## src/rtl/hcb_pkg.sv

```systemverilog
package hcb_pkg;
  typedef struct packed {
    logic full;
    logic empty;
    logic ovf;
  } q_stat_t;
endpackage

```

## src/rtl/hcb_fifo.sv

```systemverilog
module hcb_fifo #(
  parameter int W     = 24,
  parameter int DEPTH = 8
) (
  input  logic         clk,
  input  logic         rst_n,
  input  logic         wr_valid,
  input  logic [W-1:0] wr_data,
  output logic         wr_ready,
  output logic         rd_valid,
  output logic [W-1:0] rd_data,
  input  logic         rd_ready,
  output hcb_pkg::q_stat_t stat
);
  localparam int AW = (DEPTH > 1) ? $clog2(DEPTH) : 1;
  localparam int CW = $clog2(DEPTH + 1);
  localparam logic [AW-1:0] LAST = AW'(DEPTH - 1);
  localparam logic [CW-1:0] FULLC = CW'(DEPTH);

  logic [W-1:0]  mem [DEPTH];
  logic [AW-1:0] wptr, rptr;
  logic [CW-1:0] cnt;
  logic          ovf_q;
  logic          push, pop;

  assign wr_ready = (cnt != FULLC);
  assign rd_valid = (cnt != '0);
  assign push     = wr_valid && wr_ready;
  assign pop      = rd_valid && rd_ready;
  assign rd_data  = mem[rptr];

  always_ff @(posedge clk) begin
    if (push) mem[wptr] <= wr_data;
  end

  always_ff @(posedge clk) begin
    if (!rst_n) begin
      wptr  <= '0;
      rptr  <= '0;
      cnt   <= '0;
      ovf_q <= 1'b0;
    end else begin
      if (push) wptr <= (wptr == LAST) ? '0 : wptr + 1'b1;
      if (pop)  rptr <= (rptr == LAST) ? '0 : rptr + 1'b1;
      case ({push, pop})
        2'b10:   cnt <= cnt + 1'b1;
        2'b01:   cnt <= cnt - 1'b1;
        default: cnt <= cnt;
      endcase
      if (wr_valid && !wr_ready) ovf_q <= 1'b1;
    end
  end

  assign stat.full  = !wr_ready;
  assign stat.empty = !rd_valid;
  assign stat.ovf   = ovf_q;
endmodule

```

## src/rtl/hcb_cmdvec.sv

```systemverilog
module hcb_cmdvec #(
  parameter int VW = 6
) (
  input  logic          clk,
  input  logic          rst_n,
  input  logic          wr,
  input  logic [VW-1:0] vec_in,
  input  logic          ack,
  output logic          pending,
  output logic [VW-1:0] vec_out
);
  always_ff @(posedge clk) begin
    if (!rst_n) begin
      pending <= 1'b0;
      vec_out <= '0;
    end else if (pending) begin
      if (ack) pending <= 1'b0;
    end else if (wr) begin
      pending <= 1'b1;
      vec_out <= vec_in;
    end
  end
endmodule

```

## src/rtl/hcb_flags.sv

```systemverilog
module hcb_flags #(
  parameter int N = 2
) (
  input  logic         clk,
  input  logic         rst_n,
  input  logic         we,
  input  logic [N-1:0] din,
  input  logic [N-1:0] ie,
  output logic [N-1:0] flag,
  output logic         irq
);
  logic [N-1:0] hit;

  always_ff @(posedge clk) begin
    if (!rst_n)  flag <= '0;
    else if (we) flag <= din;
  end

  for (genvar i = 0; i < N; i++) begin : g_hit
    assign hit[i] = flag[i] & ie[i];
  end

  assign irq = |hit;
endmodule

```

## src/rtl/hcb_bridge.sv

```systemverilog
module hcb_bridge #(
  parameter int DATA_W   = 24,
  parameter int DN_DEPTH = 8,
  parameter int UP_DEPTH = 4,
  parameter int VEC_W    = 6,
  parameter int NFLAG    = 2
) (
  input  logic              clk,
  input  logic              rst_n,
  input  logic              h_wr_valid,
  input  logic [DATA_W-1:0] h_wr_data,
  output logic              h_wr_ready,
  output logic              h_rd_valid,
  output logic [DATA_W-1:0] h_rd_data,
  input  logic              h_rd_ready,
  output logic              h_dn_full,
  output logic              h_dn_empty,
  output logic              h_up_full,
  output logic              h_up_empty,
  output logic              h_dn_ovf,
  input  logic              h_cmd_we,
  input  logic [VEC_W-1:0]  h_cmd_vec,
  output logic              h_cmd_busy,
  output logic [NFLAG-1:0]  h_flag,
  input  logic [NFLAG-1:0]  h_flag_ie,
  output logic              h_irq,
  output logic              c_rd_valid,
  output logic [DATA_W-1:0] c_rd_data,
  input  logic              c_rd_ready,
  input  logic              c_wr_valid,
  input  logic [DATA_W-1:0] c_wr_data,
  output logic              c_wr_ready,
  output logic              c_dn_full,
  output logic              c_dn_empty,
  output logic              c_up_full,
  output logic              c_up_empty,
  output logic              c_up_ovf,
  input  logic              c_rx_ie,
  output logic              c_rx_irq,
  input  logic              c_flag_we,
  input  logic [NFLAG-1:0]  c_flag_din,
  output logic              c_vec_req,
  output logic [VEC_W-1:0]  c_vec_num,
  input  logic              c_vec_ack
);
  import hcb_pkg::*;

  q_stat_t dn_stat, up_stat;
  logic    pend;

  hcb_fifo #(.W(DATA_W), .DEPTH(DN_DEPTH)) u_dn (
    .clk(clk), .rst_n(rst_n),
    .wr_valid(h_wr_valid), .wr_data(h_wr_data), .wr_ready(h_wr_ready),
    .rd_valid(c_rd_valid), .rd_data(c_rd_data), .rd_ready(c_rd_ready),
    .stat(dn_stat)
  );

  hcb_fifo #(.W(DATA_W), .DEPTH(UP_DEPTH)) u_up (
    .clk(clk), .rst_n(rst_n),
    .wr_valid(c_wr_valid), .wr_data(c_wr_data), .wr_ready(c_wr_ready),
    .rd_valid(h_rd_valid), .rd_data(h_rd_data), .rd_ready(h_rd_ready),
    .stat(up_stat)
  );

  hcb_cmdvec #(.VW(VEC_W)) u_cmd (
    .clk(clk), .rst_n(rst_n),
    .wr(h_cmd_we), .vec_in(h_cmd_vec), .ack(c_vec_ack),
    .pending(pend), .vec_out(c_vec_num)
  );

  hcb_flags #(.N(NFLAG)) u_flg (
    .clk(clk), .rst_n(rst_n),
    .we(c_flag_we), .din(c_flag_din), .ie(h_flag_ie),
    .flag(h_flag), .irq(h_irq)
  );

  assign h_dn_full  = dn_stat.full;
  assign h_dn_empty = dn_stat.empty;
  assign c_dn_full  = dn_stat.full;
  assign c_dn_empty = dn_stat.empty;
  assign h_dn_ovf   = dn_stat.ovf;
  assign h_up_full  = up_stat.full;
  assign h_up_empty = up_stat.empty;
  assign c_up_full  = up_stat.full;
  assign c_up_empty = up_stat.empty;
  assign c_up_ovf   = up_stat.ovf;
  assign c_rx_irq   = c_rx_ie && !dn_stat.empty;
  assign c_vec_req  = pend;
  assign h_cmd_busy = pend;
endmodule

```

## config.mk

```make
export PLATFORM = sky130hd
export DESIGN_NAME = hcb_bridge
export DESIGN_NICKNAME = d
export VERILOG_FILES = /design/src/rtl/hcb_pkg.sv /design/src/rtl/hcb_fifo.sv /design/src/rtl/hcb_cmdvec.sv /design/src/rtl/hcb_flags.sv /design/src/rtl/hcb_bridge.sv
export SDC_FILE = /design/constraint.sdc
export NUM_CORES = 1
export LEC_CHECK = 0
export ABC_AREA = 1
export BUFFER_PORTS_ARGS = -buffer_cell sky130_fd_sc_hd__buf_2
export CAP_MARGIN = 20
export CORE_MARGIN = 2
export CORE_UTILIZATION = 50
export CTS_CLUSTER_SIZE = 30
export DETAILED_ROUTE_END_ITERATION = 8
export PLACE_DENSITY = 0.7
export SYNTH_ARGS = -nofsm -noshare
export SYNTH_HDL_FRONTEND = slang
export SYNTH_HIERARCHICAL = 1
export SYNTH_SLANG_ARGS = --single-unit
```

## constraint.sdc

```tcl
create_clock -name clk -period 5.3 [get_ports clk]
set_clock_uncertainty 0.15 [all_clocks]
set_input_delay 1.59 -clock clk [delete_from_list [all_inputs] [get_ports clk]]
set_output_delay 1.59 -clock clk [all_outputs]
set_load 0.01 [all_outputs]
```

After elaboration in Yosys (flattened, before gate mapping). Memories as Yosys holds them, arrays and structs flattened. A register that Yosys moved wholly into a read port is not among the register bits. Cells that the tools add are included.

Bits in writable memories: 288. Memories: 2. Logic and storage cells: 68. Register bits after elaboration: 28.

Memories: u_dn.mem (depth 8, width 24, rd ports 1, clocked after Yosys merged registers in 1, write ports 1, RTL line hcb_fifo.sv:20) `logic [W-1:0] mem [DEPTH];`; u_up.mem (depth 4, width 24, rd ports 1, clocked after Yosys merged registers in 1, write ports 1, RTL line hcb_fifo.sv:20).

Multiplexer cells: 17. Reduce and logical (&&, ||, !) cells: 17. Bitwise gates (word level): 3. Add/subtract/negate cells: 8. Equal/unequal tests: 10.

Operator list (count): $mux W3 (4); $add A3 B1 Y3 const B (3); $eq A2 B2 Y1 const B (4); $mux W2 (4); $pmux W4 S2 (1); $logic_and A1 B1 Y1 (7); $mux W1 (7); $eq A3 B3 Y1 const B (2); $pmux W3 S2 (1); $add A2 B1 Y2 const B (2); $add A4 B1 Y4 const B (1); $eq A2 B1 Y1 const B (2); $logic_not A1 Y1 (4); $ne A4 B4 Y1 const B (1); $reduce_bool A2 Y1 (2); $reduce_bool A4 Y1 (1); $sub A4 B1 Y4 const B (1); $ne A3 B3 Y1 const B (1); $reduce_bool A3 Y1 (1); $sub A3 B1 Y3 const B (1); $and A1 B1 Y1 (2); $reduce_and A2 Y1 (1); $reduce_or A2 Y1 (1); $not A1 Y1 (1).

Depth between registers and ports, before layout. Gate-level depths: netlist (run 1).

Word-level depth: 4. Gate-level depth with buffers: 14. Depth with buffers taken out: 14.

Cells and area by module. Netlist (run 1), hierarchy kept.

By module, submodules not included: hcb_fifo (u_dn) (times used 1, sequential area each 6045.8 µm², area each 8265.4 µm², cells each 637); hcb_fifo (u_up) (times used 1, sequential area each 3083.0 µm², area each 4276.6 µm², cells each 308); hcb_cmdvec (times used 1, sequential area each 140.1 µm², area each 309.0 µm², cells each 45); hcb_flags (times used 1, sequential area each 40.0 µm², area each 88.8 µm², cells each 15); hcb_bridge (times used 1, sequential area each 0.0 µm², area each 47.5 µm², cells each 7).

Worst setup path before layout (run 1). OpenSTA, ideal clock, no wires.

Path kind: input to output. From: input port c_rx_ie. To: output port c_rx_irq. Buffers on the path: 0. Stages on the path: 2. Setup slack: 1.829 ns. Arrival time: 1.731 ns. Path through: inv_1 > nor2_2.

Longest elaborated chain between the ends: 1.

RTL lines: from (decl) (RTL line hcb_bridge.sv:38) `input logic c_rx_ie,`; $logic_and A1 B1 Y1 (RTL line hcb_bridge.sv:87) `assign c_rx_irq = c_rx_ie && !dn_stat.empty;`; to (decl) (RTL line hcb_bridge.sv:39) `output logic c_rx_irq,`.

No other way between the ends.

==> results.ini, run 1 <==
[hold_path]
min_path_type=register to register

[logic_synthesis]
syn_nets=1094
synthMuxAreaShare=0.0185
synthAdderAreaFrac=0.0141
synth_top_area_frac=0.666
synth_area_leader_cell=edfxtp_1
async_reset_ff_frac=0
ys_seq_area_frac=0.717
synth_compound_area_frac=0.0983
synth_flop_cell=edfxtp_1
synthSimpleGateAreaFrac=0.103
ys_ff_latch=321
synth_edf_count=288
synth_warnings=6
synth_xor_area_frac=0.00202
syn_inst=1012
synth.avg_cell_area_um2=12.8
synth_area_leaders=edfxtp_1 67%, dfxtp_1 5.1%, nor2_1 4.9%
synth_top_family_by_area=simple AND/OR/NAND/NOR gates
ys_types=33
netlist_area_um2=13000

[timing]
min_period_ps=4360
max_freq_mhz=229
slew_headroom=0.317
worst_pin_slew_ps=1020
setup_viol=0
slew_violations=0
finalSetupTns_ps=0
rsz0062_at_grt=no
fin_crit_sh=0.823
worst_hold_slack_ps=302
hold_violations=0

[clock_network]
cts_htree_levels=2
cts_made_buffers=34
ctsResizeCount=0
cts_hold_buf=0
cts_setup_buffers=0
clock_path_buffers=3
clock-sinks=321
worst_skew_pair.late_latency_ps=500
cts_root_buf=clkbuf_16
cts_tree=yes
clk_pin_slew_ps=60

[floorplan]
initial_core_util=0.513
io_pins=142
coreArea_um2=25300
die_h_um=165
placementRows=58
die-width_um=165
die-area_um2=27300

[placed_design]
portBuffers=141
placed_area_um2=13900
gp_routability_congestion=0.731
post-dp-hpwl_um=14700

[final_layout]
seq_area_um2=9310
final_nets=1236
areaGrowthSynthToFinish_pct=14.4
layout-drive-gt1-share=0.234
fillCellCount=1999
stdcell_area_um2=14900
multi_input_area_um2=3100

[setup_path]
required_ps=3560
critPathCaptureType=primary output
crit_path_start_kind=register
crit_path_max_fanout=50
critical_path_class=register to primary output
cp_data_arrival_time_ps=2620

[route]
drt_iter0_markers=494
num_vias=8011
drtAntennaViolNets=0
dr.pass1.iters=4
routed_wl_um=25500
wire_per_inst_um=17.0
drc_errors=0
drt-vias-per-instance=5.32

[pwr]
pwr_density_cell_nw_per_um2=487
power_frac_comb=0.275
p_switching_uw=2320
p_int_uw=4920
leakage_uw=0.00555
clock_power_share=0.290
pwr-share-seq=0.434
vdd_drop_max_mv=0.335
swShare=0.320

[global_route]
track_usage=0.186
grt_pass1_wl_um=39300
grt_max_degree=51
grt_overflow_total=0
grt_pass1_vias=7615
antenna_found_initial=1

[job]
drv_cap=0

[run_status]
outcome=complete, no violations

[power groups by stage]
stage | clock [uW] | sequential, uW | combinational (uW)
CTS | 2160 | 3140 | 2010
global route | 2260 | 3170 | 2230
floorplan | 0 | 3130 | 1480
detailed placement | 0 | 3200 | 2000
global placement | 0 | 3190 | 1970
finish | 2100 | 3140 | 1990
[cells in the final DEF (no fill, tap or decap)]
cell,n
a21boi_1,1
edfxtp_1,288
clkbuf_1,11
o21ai_0,117
clkinv_1,3
nand2_2,4
o22ai_2,20
a21oi_1,10
o211a_1,1
o22ai_1,28
nor2_4,1
nor2_1,156
buf_2,141
inv_1,44
clkinv_8,2
nand3b_1,1
inv_2,7
fa_1,1
clkinv_2,4
nand4_1,1
mux2i_1,24
nor2_2,37
and3_1,1
xnor2_1,2
xor2_1,1
o21ai_1,38
diode_2,2
nand2_1,113
ha_1,13
buf_4,20
clkbuf_16,35
nand3_1,13
dfxtp_1,31
dfxtp_4,1
dfxtp_2,1
a21boi_0,1
nand3_2,1
[cells in the mapped netlist (20+ instances only)]
library cell  count
buf_2            23
dfxtp_1          33
edfxtp_1        288
inv_1            44
mux2i_1          24
nand2_1         113
nor2_1          168
nor2_2           25
o21ai_0         117
o21ai_1          38
o22ai_1          28
o22ai_2          20
[per-layer routing]
layer,vias up,global-route usage,wire length [um],part of all wire
li1,3870,-,-,-
met1,3863,0.262,11400,0.45
met2,246,0.296,12100,0.47
met3,32,0.0355,1530,0.060
met4,0,0.0545,447,0.018
met5,-,0,0,0
[critical path: stages (launching register included)]
cell and delay (ps):
dfxtp_4 720, inv_2 390, buf_4 350, o21ai_0 230, o21ai_1 100, nand2_1 60, nand2_1 90, buf_2 150
[registers in the layout, indices dropped and copies added (netlist names), 3 cells and up, named ones only]
signal and cells:
u_dn/mem 192, u_up/mem 96, u_cmd/vec_out 6, u_dn/cnt 4, u_dn/rptr 3, u_dn/wptr 3, u_up/cnt 3
[layout make-up]
cell class	instances	share of cell area
well taps	330	0.0278
diodes	2	0.000337
flip-flops and latches	321	0.627
repair buffers	161	0.0576
clock buffers	46	0.0617
inverters	51	0.0129
clock inverters	9	0.00429
multi-input cells	585	0.209
[path summary, 6_finish.rpt]
| kind | depth (start not counted) | from | end | slack [ps] |
|---|---|---|---|---|
| max reg2reg | 7 | u_dn/cnt[1] | u_dn/mem[7][15] | 2870 |
| min | 2 | u_dn/ovf_q | u_dn/ovf_q | 300 |
| min reg2reg | 2 | u_dn/ovf_q | u_dn/ovf_q | 300 |
| max | 7 | register | c_rd_data[12] | 940 |
[kinds of logic after synthesis]
kind of cell	count (synthesis)
muxes	24
xor gates and xnor gates	3
adders and majority gates	14
buffers and inverters	106
and+or+nand+nor	328
DFF	321
AOI/OAI and AO/OA	216
[stage by stage]
step | total power, uW | setup WS [ps] | std cells | utilization
floorplan | 4610 | 1830 | 1012 | -
global placement | 5160 | 1490 | 1448 | 0.548
detailed placement | 5200 | 1490 | 1448 | 0.548
CTS | 7310 | 907 | 1503 | 0.586
global route | 7660 | 750 | 1503 | 0.586
finish | 7240 | 936 | 1505 | 0.587
Note: power is estimated with default switching activity, not from simulation.
==> run 2, diff against run 1 <==
--- a/config.mk
+++ b/config.mk
@@ -12,7 +12,7 @@
 export CORE_UTILIZATION = 50
 export CTS_CLUSTER_SIZE = 30
 export DETAILED_ROUTE_END_ITERATION = 8
-export PLACE_DENSITY = 0.7
+export PLACE_DENSITY = 0.72
 export SYNTH_ARGS = -nofsm -noshare
 export SYNTH_HDL_FRONTEND = slang
 export SYNTH_HIERARCHICAL = 1
==> constraint.sdc (replaced) <==
create_clock -name clk -period 4 [get_ports clk]
set_clock_uncertainty 0.15 [all_clocks]
set_input_delay 1.2 -clock clk [delete_from_list [all_inputs] [get_ports clk]]
set_output_delay 1.2 -clock clk [all_outputs]
set_load 0.01 [all_outputs]
==> run 2 against run 1 <==
Non-clock buffer count is 3 higher. Combinational power is 36% higher. Flip-flop and latch count stayed put. Total power is 32% higher. Wire length is 1.2% higher. Worst setup slack worse by 530 ps. First-iteration DRC count is 22% higher. Clock power is 30% higher. Utilization is 0.18 points higher. Critical endpoint is now c_rd_data[6]. Worst hold slack worse by 3.8 ps.
==> results.ini, run 2 (synthesis results as in run 1) <==
[clock_network]
cts_made_buffers=31
clock_path_buffers=3
ctsResizeCount=0
cts_tree=yes
cts_htree_levels=1
clk_pin_slew_ps=60
worst_skew_pair.late_latency_ps=560
cts_setup_buffers=0
cts_hold_buf=0
clock-sinks=321
cts_root_buf=clkbuf_16

[run_status]
outcome=complete, no violations

[timing]
max_freq_mhz=278
worst_pin_slew_ps=679
min_period_ps=3600
rsz0062_at_grt=no
slew_headroom=0.547
fin_crit_sh=0.899
finalSetupTns_ps=0
slew_violations=0
hold_violations=0
setup_viol=0

[placed_design]
placed_area_um2=13900
portBuffers=141
gp_routability_congestion=0.757
post-dp-hpwl_um=14600

[route]
drt-vias-per-instance=5.28
drt_iter0_markers=604
wire_per_inst_um=17.1
num_vias=7970
dr.pass1.iters=5
routed_wl_um=25800
drc_errors=0
drtAntennaViolNets=0

[floorplan]
coreArea_um2=25300
die-width_um=165
initial_core_util=0.513
die_h_um=165
io_pins=142
die-area_um2=27300
placementRows=58

[pwr]
vdd_drop_max_mv=0.419
leakage_uw=0.00557
p_int_uw=6510
power_frac_comb=0.282
p_switching_uw=3090
swShare=0.322
pwr_density_cell_nw_per_um2=643
clock_power_share=0.284
pwr-share-seq=0.434

[setup_path]
crit_path_max_fanout=33
critPathCaptureType=primary output
crit_path_start_kind=register
critical_path_class=register to primary output
crit_buf_inv=2
cp_data_arrival_time_ps=2250
path_cells=buf_4 -> o21ai_0 -> o21ai_1 -> nand2_1 -> nand2_1 -> buf_2
crit_family=flip-flops
slowest_delay_ps=720
crit_slowest_cell=dfxtp_2
required_ps=2650
cp_common_cell=nand2_1

[hold_path]
min_path_type=register to register

[global_route]
globalRouteMet2Util=0.316
grt_use_met1=0.258
top_usage_layer=met2
grt_max_degree=70
grt_overflow_total=0
grt_pass1_wl_um=40200
antenna_found_initial=2
grt_pass1_vias=7816
met3_usage=0.0315
track_usage=0.189

[job]
drv_cap=0

[final_layout]
mostFrequentLayoutCells=288 x edfxtp_1, 156 x nor2_1, 141 x buf_2, 117 x o21ai_0, 113 x nand2_1
final_common_cell=edfxtp_1
areaGrowthSynthToFinish_pct=14.8
largest_reg_flops=192
stdcell_area_um2=14900
largest-register=u_dn/mem
layout-drive-gt1-share=0.237
final_nets=1236
top_regs=u_dn/mem (192), u_up/mem (96), u_cmd/vec_out (6)

-- run 2: cell types whose count changed in the layout (fill, tap and decap cells not counted), moves of 2 or more --
cell | before | now
clkbuf_1 | 11 | 4
clkinv_2 | 4 | 7
clkinv_1 | 3 | 10
clkbuf_16 | 35 | 31
clkinv_8 | 2 | 0
bufinv_16 | 0 | 2
buf_12 | 0 | 4
inv_6 | 0 | 2
-- run 2: layer usage --
metal	part of all wire	wire [um]
met3	0.060	1550
met4	0.018	465
met5	0.00050	13
met2	0.49	12600
met1	0.43	11200
-- run 2: power groups by stage --
stage | combinational, uW | sequential, uW | clock (uW)
after floorplan | 1960 | 4150 | 0
after global placement | 2650 | 4220 | 0
after detailed placement | 2700 | 4230 | 0
after CTS | 2720 | 4170 | 2780
after global routing | 3010 | 4200 | 2920
final | 2700 | 4160 | 2730
-- run 2: path summary, 6_finish.rpt --
check	startpoint	to	slack, ps	cells after the start
worst max-delay path	register	c_rd_data[6]	400	6
worst min-delay path	u_up/ovf_q	u_up/ovf_q	300	2
worst max register to register	u_dn/cnt[1]	u_dn/cnt[2]	1780	13
worst min register to register	u_up/ovf_q	u_up/ovf_q	300	2
-- run 2: final cells by class --
type                       count  area (um^2)
clock buffer                  35          791
tap                          330          413
timing repair buffer         164          928
antenna                        1         2.50
sequential                   321         9310
fill                        1968        10400
clock inverter                23          166
multi-input combinational    585         3100
inverter                      51          191
-- run 2: through the flow --
step	power (uW)	utilization	setup slack (ps)	cells	hold WS (ps)
5_1_grt	10100	0.588	229	1509	317
3_5_place_dp	6930	0.551	1010	1451	290
3_3_place_gp	6870	0.551	1040	1451	286
4_1_cts	9660	0.588	396	1509	301
6_report	9590	0.588	403	1510	298
2_1_floorplan	6110	-	953	1012	279
-- run 2: worst register-to-register path, stage by stage (launching register included) --
cell     delay, ps
dfxtp_1        410
nor2_2          70
nand3_1        120
nand2_1        120
inv_1          190
ha_1           250
nand2_1         70
inv_1           70
nor2_1          50
ha_1           170
a21oi_1        150
xnor2_1         90
o21ai_0        140
inv_1           60
==> run 3, diff against run 2 <==
--- a/config.mk
+++ b/config.mk
@@ -8,11 +8,12 @@
 export ABC_AREA = 1
 export BUFFER_PORTS_ARGS = -buffer_cell sky130_fd_sc_hd__buf_2
 export CAP_MARGIN = 20
-export CORE_MARGIN = 2
-export CORE_UTILIZATION = 50
+export CELL_PAD_IN_SITES_DETAIL_PLACEMENT = 0
+export CELL_PAD_IN_SITES_GLOBAL_PLACEMENT = 1
+export CORE_UTILIZATION = 43
 export CTS_CLUSTER_SIZE = 30
 export DETAILED_ROUTE_END_ITERATION = 8
-export PLACE_DENSITY = 0.72
+export PLACE_DENSITY_LB_ADDON = 0.1
 export SYNTH_ARGS = -nofsm -noshare
 export SYNTH_HDL_FRONTEND = slang
 export SYNTH_HIERARCHICAL = 1
==> run 3 against run 2 <==
Non-clock buffer count grew 1. Worst setup slack gained 56 ps. Combinational power is essentially flat. Wire length grew 2.2%. Sequential share of layout area shrank 1.4 points. Via count shrank 2.2%. Design area grew 2.3%. Worst hold slack lost 0.83 ps. Critical path type unchanged. Critical endpoint is now c_rd_data[21].
==> results.ini, run 3 (synthesis results as in run 1) <==
[run_status]
outcome=complete, no violations

[pwr]
leakage_uw=0.00570
pwr_density_cell_nw_per_um2=667
vdd_drop_max_mv=0.445

[placed_design]
gp_routability_congestion=0.719
portBuffers=141
dpl.cell_count=1512
post-dp-hpwl_um=14700

[final_layout]
final_nets=1242
areaGrowthSynthToFinish_pct=17.4
layout-drive-gt1-share=0.245
top_regs=u_dn/mem (192), u_up/mem (96), u_cmd/vec_out (6)
instances_no_fill=1574
utilization=0.515
final_common_cell=edfxtp_1
mostFrequentLayoutCells=288 x edfxtp_1, 156 x nor2_1, 141 x buf_2, 117 x o21ai_0, 113 x nand2_1
largest_reg_flops=192
largest-register=u_dn/mem

[timing]
rsz0062_at_grt=no
max_freq_mhz=282
finalSetupTns_ps=0
slew_violations=0
min_period_ps=3540
setup_viol=0
hold_violations=0
fin_crit_sh=0.885
worst_pin_slew_ps=611
slew_headroom=0.592

[clock_network]
clock_path_buffers=3
cts_made_buffers=36
cts_hold_buf=0
ctsResizeCount=0
cts_tree=yes
worst_skew_pair.late_latency_ps=520
cts_root_buf=clkbuf_16
cts_setup_buffers=0
clock-sinks=321
cts_htree_levels=2
clk_pin_slew_ps=60

[route]
dr.pass1.iters=5
wire_per_inst_um=16.8
num_vias=7797
drtAntennaViolNets=0
drt_iter0_markers=337
drc_errors=0
routed_wl_um=26400
drt-vias-per-instance=4.95

[floorplan]
initial_core_util=0.438
coreArea_um2=29600
io_pins=142
die_h_um=176
die-area_um2=30900
placementRows=63
die-width_um=176

[setup_path]
crit_path_start_kind=register
critPathCaptureType=primary output
rrSetupSlack_ps=1720
crit_path_max_fanout=32
cp_data_arrival_time_ps=2190
required_ps=2650
critical_path_class=register to primary output

[global_route]
grt_pass1_vias=7593
grt_overflow_total=0
grt_max_degree=73
track_usage=0.172
antenna_found_initial=1
grt_pass1_wl_um=41100

[job]
drv_cap=0

[hold_path]
min_path_type=register to register

[run 3: cell types whose count changed in the layout (fill, tap and decap cells not counted), sizes merged]
cell	change
buf	+1
bufinv	+3
clkbuf	+10
clkinv	-7
clkinvlp	-1
inv	-2
[run 3: area by class of cell]
cell class | instances | area (um^2)
fill | 2656 | 14400
clock inverter | 16 | 235
clock buffer | 45 | 975
multi-input combinational | 585 | 3100
sequential | 321 | 9310
inverter | 51 | 191
timing repair buffer | 165 | 948
antenna | 1 | 2.50
tap | 390 | 488
[run 3: critical path: stages, from the launching register on]
cell and delay (ps):
dfxtp_2 710, buf_4 330, o21ai_0 110, o22ai_1 160, nand2_1 60, nand2_1 120, buf_2 150
[run 3: per-layer routing]
layer  vias up  GRT usage  routed length [um]
met5         -          0                  13
met4         2     0.0475                 432
met3        40     0.0299                1160
met2       154      0.284               12400
met1      3719      0.235               12400
li1       3882          -                   -
[run 3: metrics by stage]
| step | instance area, um^2 | setup WS [ps] | power, uW | hold WS [ps] |
|---|---|---|---|---|
| after floorplan | 13000 | 953 | 6110 | 279 |
| after global placement | 14000 | 983 | 6970 | 287 |
| after detailed placement | 14000 | 986 | 6980 | 291 |
| after CTS | 15200 | 411 | 10300 | 301 |
| after global routing | 15200 | 278 | 10800 | 331 |
| final | 15300 | 459 | 10200 | 297 |
[run 3: path summary, 6_finish.rpt]
path | cells past startpoint | to | from
max | 6 | c_rd_data[21] | register
min | 2 | u_up/ovf_q | u_up/ovf_q
max reg2reg | 13 | u_dn/cnt[2] | u_dn/cnt[1]
min reg2reg | 2 | u_up/ovf_q | u_up/ovf_q
[run 3: report_power, final]
group / switching [uW] / internal (uW)
logic: 1690 / 981
clock network: 1260 / 2050
registers: 194 / 3980
total: 3150 / 7020
